===== src/rtl/pcm_map_pkg.sv =====
package pcm_map_pkg;
  localparam int SMP_W  = 8;                 // companded sample width
  localparam int BIT_W  = $clog2(SMP_W);     // bit index within a slot
  localparam int SLOT_W = 8;                 // slot number width

  typedef struct packed {
    logic              act;   // highway position is meaningful
    logic [SLOT_W-1:0] slot;  // current timeslot
    logic [BIT_W-1:0]  bidx;  // bit within slot, 0 = first (MSB)
  } hwy_pos_t;
endpackage


===== src/rtl/pcm_frame_timer.sv =====
module pcm_frame_timer
  import pcm_map_pkg::*;
(
  input  logic     clk,
  input  logic     rst_n,
  input  logic     fsync,
  input  logic     delay_mode,
  output hwy_pos_t cur,
  output logic     use_live,
  output logic     frame_start
);
  localparam int POS_W = SLOT_W + BIT_W;

  logic [POS_W-1:0] pos_q, pos_d, data_pos;
  logic             sync_q, sync_d;

  always_comb begin
    pos_d  = fsync ? '0 : pos_q + 1'b1;
    sync_d = sync_q | fsync;
    if (delay_mode) begin
      // one clock late: the data bit of this clock is the previous position
      data_pos = pos_q;
      cur.act  = sync_q;
    end else begin
      data_pos = pos_d;
      cur.act  = sync_q | fsync;
    end
    cur.slot    = data_pos[POS_W-1:BIT_W];
    cur.bidx    = data_pos[BIT_W-1:0];
    use_live    = fsync & ~delay_mode;
    frame_start = fsync;
  end

  always_ff @(posedge clk or negedge rst_n) begin
    if (!rst_n) begin
      pos_q  <= '0;
      sync_q <= 1'b0;
    end else begin
      pos_q  <= pos_d;
      sync_q <= sync_d;
    end
  end
endmodule


===== src/rtl/pcm_tx_lane.sv =====
module pcm_tx_lane
  import pcm_map_pkg::*;
(
  input  logic              clk,
  input  logic              rst_n,
  input  hwy_pos_t          cur,
  input  logic              frame_start,
  input  logic              use_live,
  input  logic              pwr,
  input  logic [SLOT_W-1:0] slot_cfg,
  input  logic [SMP_W-1:0]  smp_in,
  output logic              claim,
  output logic              bit_val
);
  localparam logic [BIT_W-1:0] TOP_IDX = BIT_W'(SMP_W - 1);

  logic [SMP_W-1:0] held_q, held_d, eff;

  always_comb begin
    held_d  = frame_start ? smp_in : held_q;
    eff     = use_live ? smp_in : held_q;
    claim   = pwr & cur.act & (cur.slot == slot_cfg);
    bit_val = eff[TOP_IDX - cur.bidx];
  end

  always_ff @(posedge clk or negedge rst_n) begin
    if (!rst_n) held_q <= '0;
    else        held_q <= held_d;
  end
endmodule


===== src/rtl/pcm_tx_arbiter.sv =====
module pcm_tx_arbiter #(
  parameter int NCH = 4
) (
  input  logic [NCH-1:0] claim,
  input  logic [NCH-1:0] bits,
  output logic           drive,
  output logic           sdo_bit,
  output logic           clash
);
  localparam int CW = $clog2(NCH + 1);

  logic          sel;
  logic [CW-1:0] cnt;

  always_comb begin
    drive = 1'b0;
    sel   = 1'b0;
    cnt   = '0;
    // descending scan: the last hit written is the lowest channel
    for (int i = NCH - 1; i >= 0; i--) begin
      if (claim[i]) begin
        drive = 1'b1;
        sel   = bits[i];
      end
    end
    for (int i = 0; i < NCH; i++) cnt = cnt + CW'(claim[i]);
    clash   = (cnt > CW'(1));
    sdo_bit = drive & sel;
  end
endmodule


===== src/rtl/pcm_rx_lane.sv =====
module pcm_rx_lane
  import pcm_map_pkg::*;
(
  input  logic              clk,
  input  logic              rst_n,
  input  hwy_pos_t          cur,
  input  logic              pwr,
  input  logic [SLOT_W-1:0] slot_cfg,
  input  logic              sdi,
  output logic [SMP_W-1:0]  smp_out,
  output logic              vld
);
  localparam logic [BIT_W-1:0] TOP_IDX = BIT_W'(SMP_W - 1);

  logic [SMP_W-1:0] sh_q, sh_d, out_q, out_d, word;
  logic             vld_q, vld_d, take, last;

  always_comb begin
    take  = pwr & cur.act & (cur.slot == slot_cfg);
    last  = take & (cur.bidx == TOP_IDX);
    word  = {sh_q[SMP_W-2:0], sdi};
    sh_d  = take ? word : sh_q;
    out_d = last ? word : out_q;
    vld_d = last;
  end

  always_ff @(posedge clk or negedge rst_n) begin
    if (!rst_n) begin
      sh_q  <= '0;
      out_q <= '0;
      vld_q <= 1'b0;
    end else begin
      sh_q  <= sh_d;
      out_q <= out_d;
      vld_q <= vld_d;
    end
  end

  assign smp_out = out_q;
  assign vld     = vld_q;
endmodule


===== src/rtl/pcm_slot_mapper.sv =====
module pcm_slot_mapper
  import pcm_map_pkg::*;
#(
  parameter int NCH = 4
) (
  input  logic                  clk,
  input  logic                  rst_n,
  input  logic                  fsync,
  input  logic                  sdi,
  output logic                  sdo,
  output logic                  sdo_oe,
  input  logic                  delay_mode,
  input  logic [NCH-1:0]        tx_pwr,
  input  logic [NCH-1:0]        rx_pwr,
  input  logic [NCH*SLOT_W-1:0] tx_slot_cfg,
  input  logic [NCH*SLOT_W-1:0] rx_slot_cfg,
  input  logic [NCH*SMP_W-1:0]  tx_data,
  output logic [NCH*SMP_W-1:0]  rx_data,
  output logic [NCH-1:0]        rx_valid,
  output logic                  tx_clash
);
  logic     rst_meta_q, rst_sync_q;
  hwy_pos_t cur;
  logic     use_live, frame_start;
  logic [NCH-1:0] claim, bits;

  // asynchronous assert, synchronous release
  always_ff @(posedge clk or negedge rst_n) begin
    if (!rst_n) begin
      rst_meta_q <= 1'b0;
      rst_sync_q <= 1'b0;
    end else begin
      rst_meta_q <= 1'b1;
      rst_sync_q <= rst_meta_q;
    end
  end

  pcm_frame_timer u_timer (
    .clk         (clk),
    .rst_n       (rst_sync_q),
    .fsync       (fsync),
    .delay_mode  (delay_mode),
    .cur         (cur),
    .use_live    (use_live),
    .frame_start (frame_start)
  );

  for (genvar ch = 0; ch < NCH; ch++) begin : g_ch
    pcm_tx_lane u_tx (
      .clk         (clk),
      .rst_n       (rst_sync_q),
      .cur         (cur),
      .frame_start (frame_start),
      .use_live    (use_live),
      .pwr         (tx_pwr[ch]),
      .slot_cfg    (tx_slot_cfg[ch*SLOT_W +: SLOT_W]),
      .smp_in      (tx_data[ch*SMP_W +: SMP_W]),
      .claim       (claim[ch]),
      .bit_val     (bits[ch])
    );

    pcm_rx_lane u_rx (
      .clk      (clk),
      .rst_n    (rst_sync_q),
      .cur      (cur),
      .pwr      (rx_pwr[ch]),
      .slot_cfg (rx_slot_cfg[ch*SLOT_W +: SLOT_W]),
      .sdi      (sdi),
      .smp_out  (rx_data[ch*SMP_W +: SMP_W]),
      .vld      (rx_valid[ch])
    );
  end

  pcm_tx_arbiter #(.NCH(NCH)) u_arb (
    .claim   (claim),
    .bits    (bits),
    .drive   (sdo_oe),
    .sdo_bit (sdo),
    .clash   (tx_clash)
  );
endmodule


===== config.mk =====
export PLATFORM = sky130hd
export DESIGN_NAME = pcm_slot_mapper
export DESIGN_NICKNAME = d
export VERILOG_FILES = /design/src/rtl/pcm_map_pkg.sv /design/src/rtl/pcm_frame_timer.sv /design/src/rtl/pcm_tx_lane.sv /design/src/rtl/pcm_tx_arbiter.sv /design/src/rtl/pcm_rx_lane.sv /design/src/rtl/pcm_slot_mapper.sv
export SDC_FILE = /design/constraint.sdc
export NUM_CORES = 1
export LEC_CHECK = 0
export BUFFER_PORTS_ARGS = -buffer_cell sky130_fd_sc_hd__buf_4
export CAP_MARGIN = 20
export CORE_ASPECT_RATIO = 1.5
export CORE_MARGIN = 4
export CORE_UTILIZATION = 30
export DETAILED_ROUTE_END_ITERATION = 8
export PLACE_DENSITY = 0.61
export SYNTH_ARGS = -nofsm -noshare
export SYNTH_HDL_FRONTEND = slang
export SYNTH_HIERARCHICAL = 1
export SYNTH_SLANG_ARGS = --single-unit

===== constraint.sdc =====
create_clock -name clk -period 4.2 [get_ports clk]
set_input_delay 0.42 -clock clk [delete_from_list [all_inputs] [get_ports clk]]
set_output_delay 0.42 -clock clk [all_outputs]
set_load 0.01 [all_outputs]

==> tab_implementation.tex <==
\begin{tabular}{lr}
\hline
Metric & Value \\
\hline
\multicolumn{2}{l}{\textbf{Die}} \\
\quad Number of placement rows & 63 \\
\quad Placeable core area & 0.0199 sq mm \\
\quad Die extent in y & 182 microns \\
\quad Ports placed on the boundary & approximately 150 \\
\quad DIE AREA & between 0.02 and 0.025 sq mm \\
\quad Die width & 124 microns \\
\quad Initial Util & 30.6\% \\
\multicolumn{2}{l}{\textbf{Layout}} \\
\quad Non-filler instance count after layout & 897 \\
\quad Area taken by multi-input logic gates & 0.00328 sq mm \\
\quad \# fillers & between 1500 and 2000 \\
\quad Layout net count & approximately 740 \\
\quad Antenna diodes & 0 \\
\quad Synth-to-Final Area Change & 31.4\% \\
\quad Fraction of final layout cells with drive strength greater than 1 & between 40\% and 50\% \\
\quad Area taken by flip-flops and latches & 0.00276 sq mm \\
\multicolumn{2}{l}{\textbf{Pwr}} \\
\quad Worst-case vdd ir drop & 0.178 mV \\
\quad Total power density per cell area & 287 mW/mm\^{}2 \\
\quad Leakage power total & 3.72 nW \\
\multicolumn{2}{l}{\textbf{Clock tree}} \\
\quad TritonCTS Sinks & 110 \\
\quad CTS Root Cell & clkbuf\_16 \\
\quad Depth of the CTS H-tree & 3 \\
\quad Clock tree from TritonCTS & done \\
\quad Num CTS Buffers & 9 \\
\quad Maximum buffer depth of the clock tree & 2 \\
\quad Insertion delay to the later sink of the worst-skew pair & 0.36 ns \\
\quad Reg clk slew, reported paths & roughly 0.080 ns \\
\multicolumn{2}{l}{\textbf{Critical path}} \\
\quad CP Data Required Time & 3.78 ns \\
\quad Worst Setup Path Type & flop to primary output \\
\quad Crit path launch type & flop \\
\quad Crit path arrival time & 3.59 ns \\
\quad Capturing element type of the critical path & primary output \\
\quad Worst Path Max Fanout & 6 \\
\multicolumn{2}{l}{\textbf{Place}} \\
\quad Half-perimeter wire length after placement & around 14 mm \\
\quad Number of buffers added on ports & 147 \\
\quad RD Place Congestion & 0.832 \\
\quad Number of placed cells counting well taps & 877 \\
\multicolumn{2}{l}{\textbf{Yosys}} \\
\quad Nets in the synthesized netlist & 580 \\
\quad Average cell area after synthesis & 13.0 sq um \\
\quad Cell type with the highest aggregate area in the netlist & dfrtp\_1 \\
\quad Area share of the largest cell type after synthesis & a little under half \\
\quad Top flip-flop cell by instance count after synthesis & dfrtp\_1 \\
\quad Ranking of synthesized cells by area & dfrtp\_1, mux2\_2, mux4\_1 \\
\quad Synthesized area & 0.00608 sq mm \\
\quad Dominant cell by count in the synthesized netlist & dfrtp\_1 \\
\quad Most numerous cell types in the synthesized netlist & dfrtp\_1, mux2\_2, xnor2\_1 \\
\quad Count of synthesis-stage warnings from yosys & 6 \\
\quad Count of cell types in the netlist & 44 \\
\quad Seq cells post-synth & 110 \\
\quad Post-Syn Instances & $\sim$470 \\
\quad Sequential fraction of the synthesis area & between 40\% and 50\% \\
\quad Count of flip-flops with a built-in enable after synthesis & 0 \\
\quad Post-synth ARST share & 100\% \\
\multicolumn{2}{l}{\textbf{Timing}} \\
\quad RSZ-0062 raised after global routing & no \\
\quad Final Max Tran Viols & 0 \\
\quad Time the worst path needs with I/O delays and setup & 4.01 ns \\
\quad Measured slew at the worst slew-check pin & between 0.8 and 0.9 ns \\
\quad Share of the clock period used by the worst path after layout & 95.4\% \\
\quad Setup TNS Final & 0 ns \\
\quad Clk\_skew & 0.0135 ns \\
\quad Rel. slew slack & 44.4\% \\
\quad Final-report hold violation count & 0 \\
\quad Maximum frequency from static timing analysis & 0.250 GHz \\
\quad \# setup viols final & 0 \\
\multicolumn{2}{l}{\textbf{Route}} \\
\quad First-pass DRT Iterations & 6 \\
\quad Number of design-rule violations left by the first detailed-router iteration & 259 \\
\quad Vias per cell & 4.95 \\
\quad Number of antenna-violating nets in the routed design & 0 \\
\quad DRC violations left & 0 \\
\quad Total via count in the routed design & 4442 \\
\quad Average routed wire per standard cell & $\sim$19 microns \\
\quad Total Routed Length & 17.4 mm \\
\multicolumn{2}{l}{\textbf{Global route}} \\
\quad Via count of the first global-routing pass & 4869 \\
\quad Initial antenna violation count & 0 \\
\quad Congestion Overflow GR & 0 \\
\quad Total global routing track utilization & 15.4\% \\
\quad Wire length of the first global-routing pass & between 20 and 30 mm \\
\quad Maximum number of pins on one net before global-route repair & 66 \\
\multicolumn{2}{l}{\textbf{Status}} \\
\quad Run status & completed \\
\multicolumn{2}{l}{\textbf{Hold path}} \\
\quad Worst hold path class & primary input to flop \\
\multicolumn{2}{l}{\textbf{Flow run}} \\
\quad Count of maximum capacitance violations & 0 \\
\hline
\end{tabular}
[area by class of cell]
cell class | count | share of cell area, %
multi-input cells | 323 | 41.1
inverters | 23 | 1.08
clock inverters | 6 | 0.799
flip-flops and latches | 110 | 34.5
well taps | 260 | 4.07
clock buffers | 10 | 2.87
repair buffers | 165 | 15.5
[placed cells by master, fill, tap and decap left out, types with 2 or more instances in the layout]
cell type / count
inv_1: 23
dfrtp_1: 108
nand2_1: 17
a222oi_1: 4
nand3_2: 3
clkbuf_16: 9
nor2_1: 8
o21ai_0: 8
xor2_1: 9
mux2_2: 86
a211oi_1: 2
nor2b_1: 10
mux2i_1: 12
o311ai_2: 3
nand3_1: 19
nor3_1: 7
mux2_1: 8
xnor2_1: 46
nand4b_4: 4
mux4_1: 16
nor3_2: 2
inv_8: 2
nand2b_1: 4
a31oi_1: 3
o31ai_4: 2
buf_4: 164
a21oi_1: 3
or2_2: 4
or3_1: 5
or4_1: 3
o211ai_1: 3
nand4_1: 8
a2111oi_4: 4
nor2_8: 4
and3_1: 2
[power by group]
group	switching, W	leakage, nW	internal, W
Clock	0.000441	0.140	0.000421
Sequential	0.0000318	1.45	0.00109
Combinational	0.000131	2.14	0.000174
[what timing repair did]
action | CTS | global route
hold buffers | 1 | 0
gates cloned | 0 | 0
gates resized for setup | 4 | 8
pin swaps | 1 | 1
setup endpoints to repair | 2 | 1
endpoints found under the hold margin | 2 | 0
buffers inserted | 2 | 1
[per-layer routing]
layer | vias up | part of all wire, % | GRT usage (%)
met4 | 0 | 3.2 | 7.28
met3 | 29 | 5.8 | 3.46
met2 | 156 | 51 | 26.9
met5 | - | 0 | 0
met1 | 2221 | 40 | 17.9
li1 | 2036 | - | -
[critical path: stages (launching register included)]
cell      delay, ns
dfrtp_1        0.46
ha_1           0.30
nand2_1        0.17
or3_1          0.44
o311ai_4       0.22
buf_4          0.20
xnor2_1        0.13
nand3_1        0.10
nor3_2         0.29
inv_1          0.12
fa_1           0.45
o21ai_0        0.18
buf_4          0.16
[through the flow]
stage	total power (W)	hold slack (ns)	utilization [%]	worst slack, ns	instance area (sq um)
2_1_floorplan	0.00131	0.124	-	0.136	6080
3_3_place_gp	0.00144	0.204	38.3	0.144	7600
3_5_place_dp	0.00145	0.205	38.3	0.00550	7600
4_1_cts	0.00233	0.281	40.0	0.0270	7940
5_1_grt	0.00241	0.289	40.2	0.0249	7990
6_report	0.00229	0.294	40.2	0.192	7990
[cells by family (layout without fill, tap and decap cells)]
family	after synthesis	in the layout	synth area share, %
AO/OA/AOI/OAI	36	36	5.52
XOR/XNOR	55	55	7.92
adder cells (fa/ha/maj)	2	2	0.535
buffers and inverters	36	204	2.59
flip-flops	110	110	45.3
multiplexers	122	122	26.3
other	1	1	0.0617
AND/OR/NAND/NOR	107	107	11.8
[worst paths after layout]
path                                   from                 endpoint  slack, ns  cells past startpoint
setup / recovery           u_timer/pos_q[0]                 tx_clash       0.19                     12
hold / removal                  tx_data[14]   g_ch[1].u_tx/held_q[6]       0.29                      2
setup reg to reg           u_timer/pos_q[0]  g_ch[1].u_rx/smp_out[2]       0.70                     10
hold reg to reg                  rst_meta_q               rst_sync_q       0.35                      0
max in group asynchronous        rst_sync_q         u_timer/pos_q[5]       2.63                      1
min in group asynchronous             rst_n               rst_sync_q       0.37                      2
[state kept, by name, summed over array words and instances (netlist names)]
register / flops
g_ch.u_rx/sh_q: 28
g_ch.u_tx/held_q: 32
u_timer/pos_q: 11
g_ch.u_rx/vld: 4
rst_sync_q: 1
g_ch.u_rx/smp_out: 32
rst_meta_q: 1
u_timer/sync_q: 1
Power figures use the tool's default switching activity.
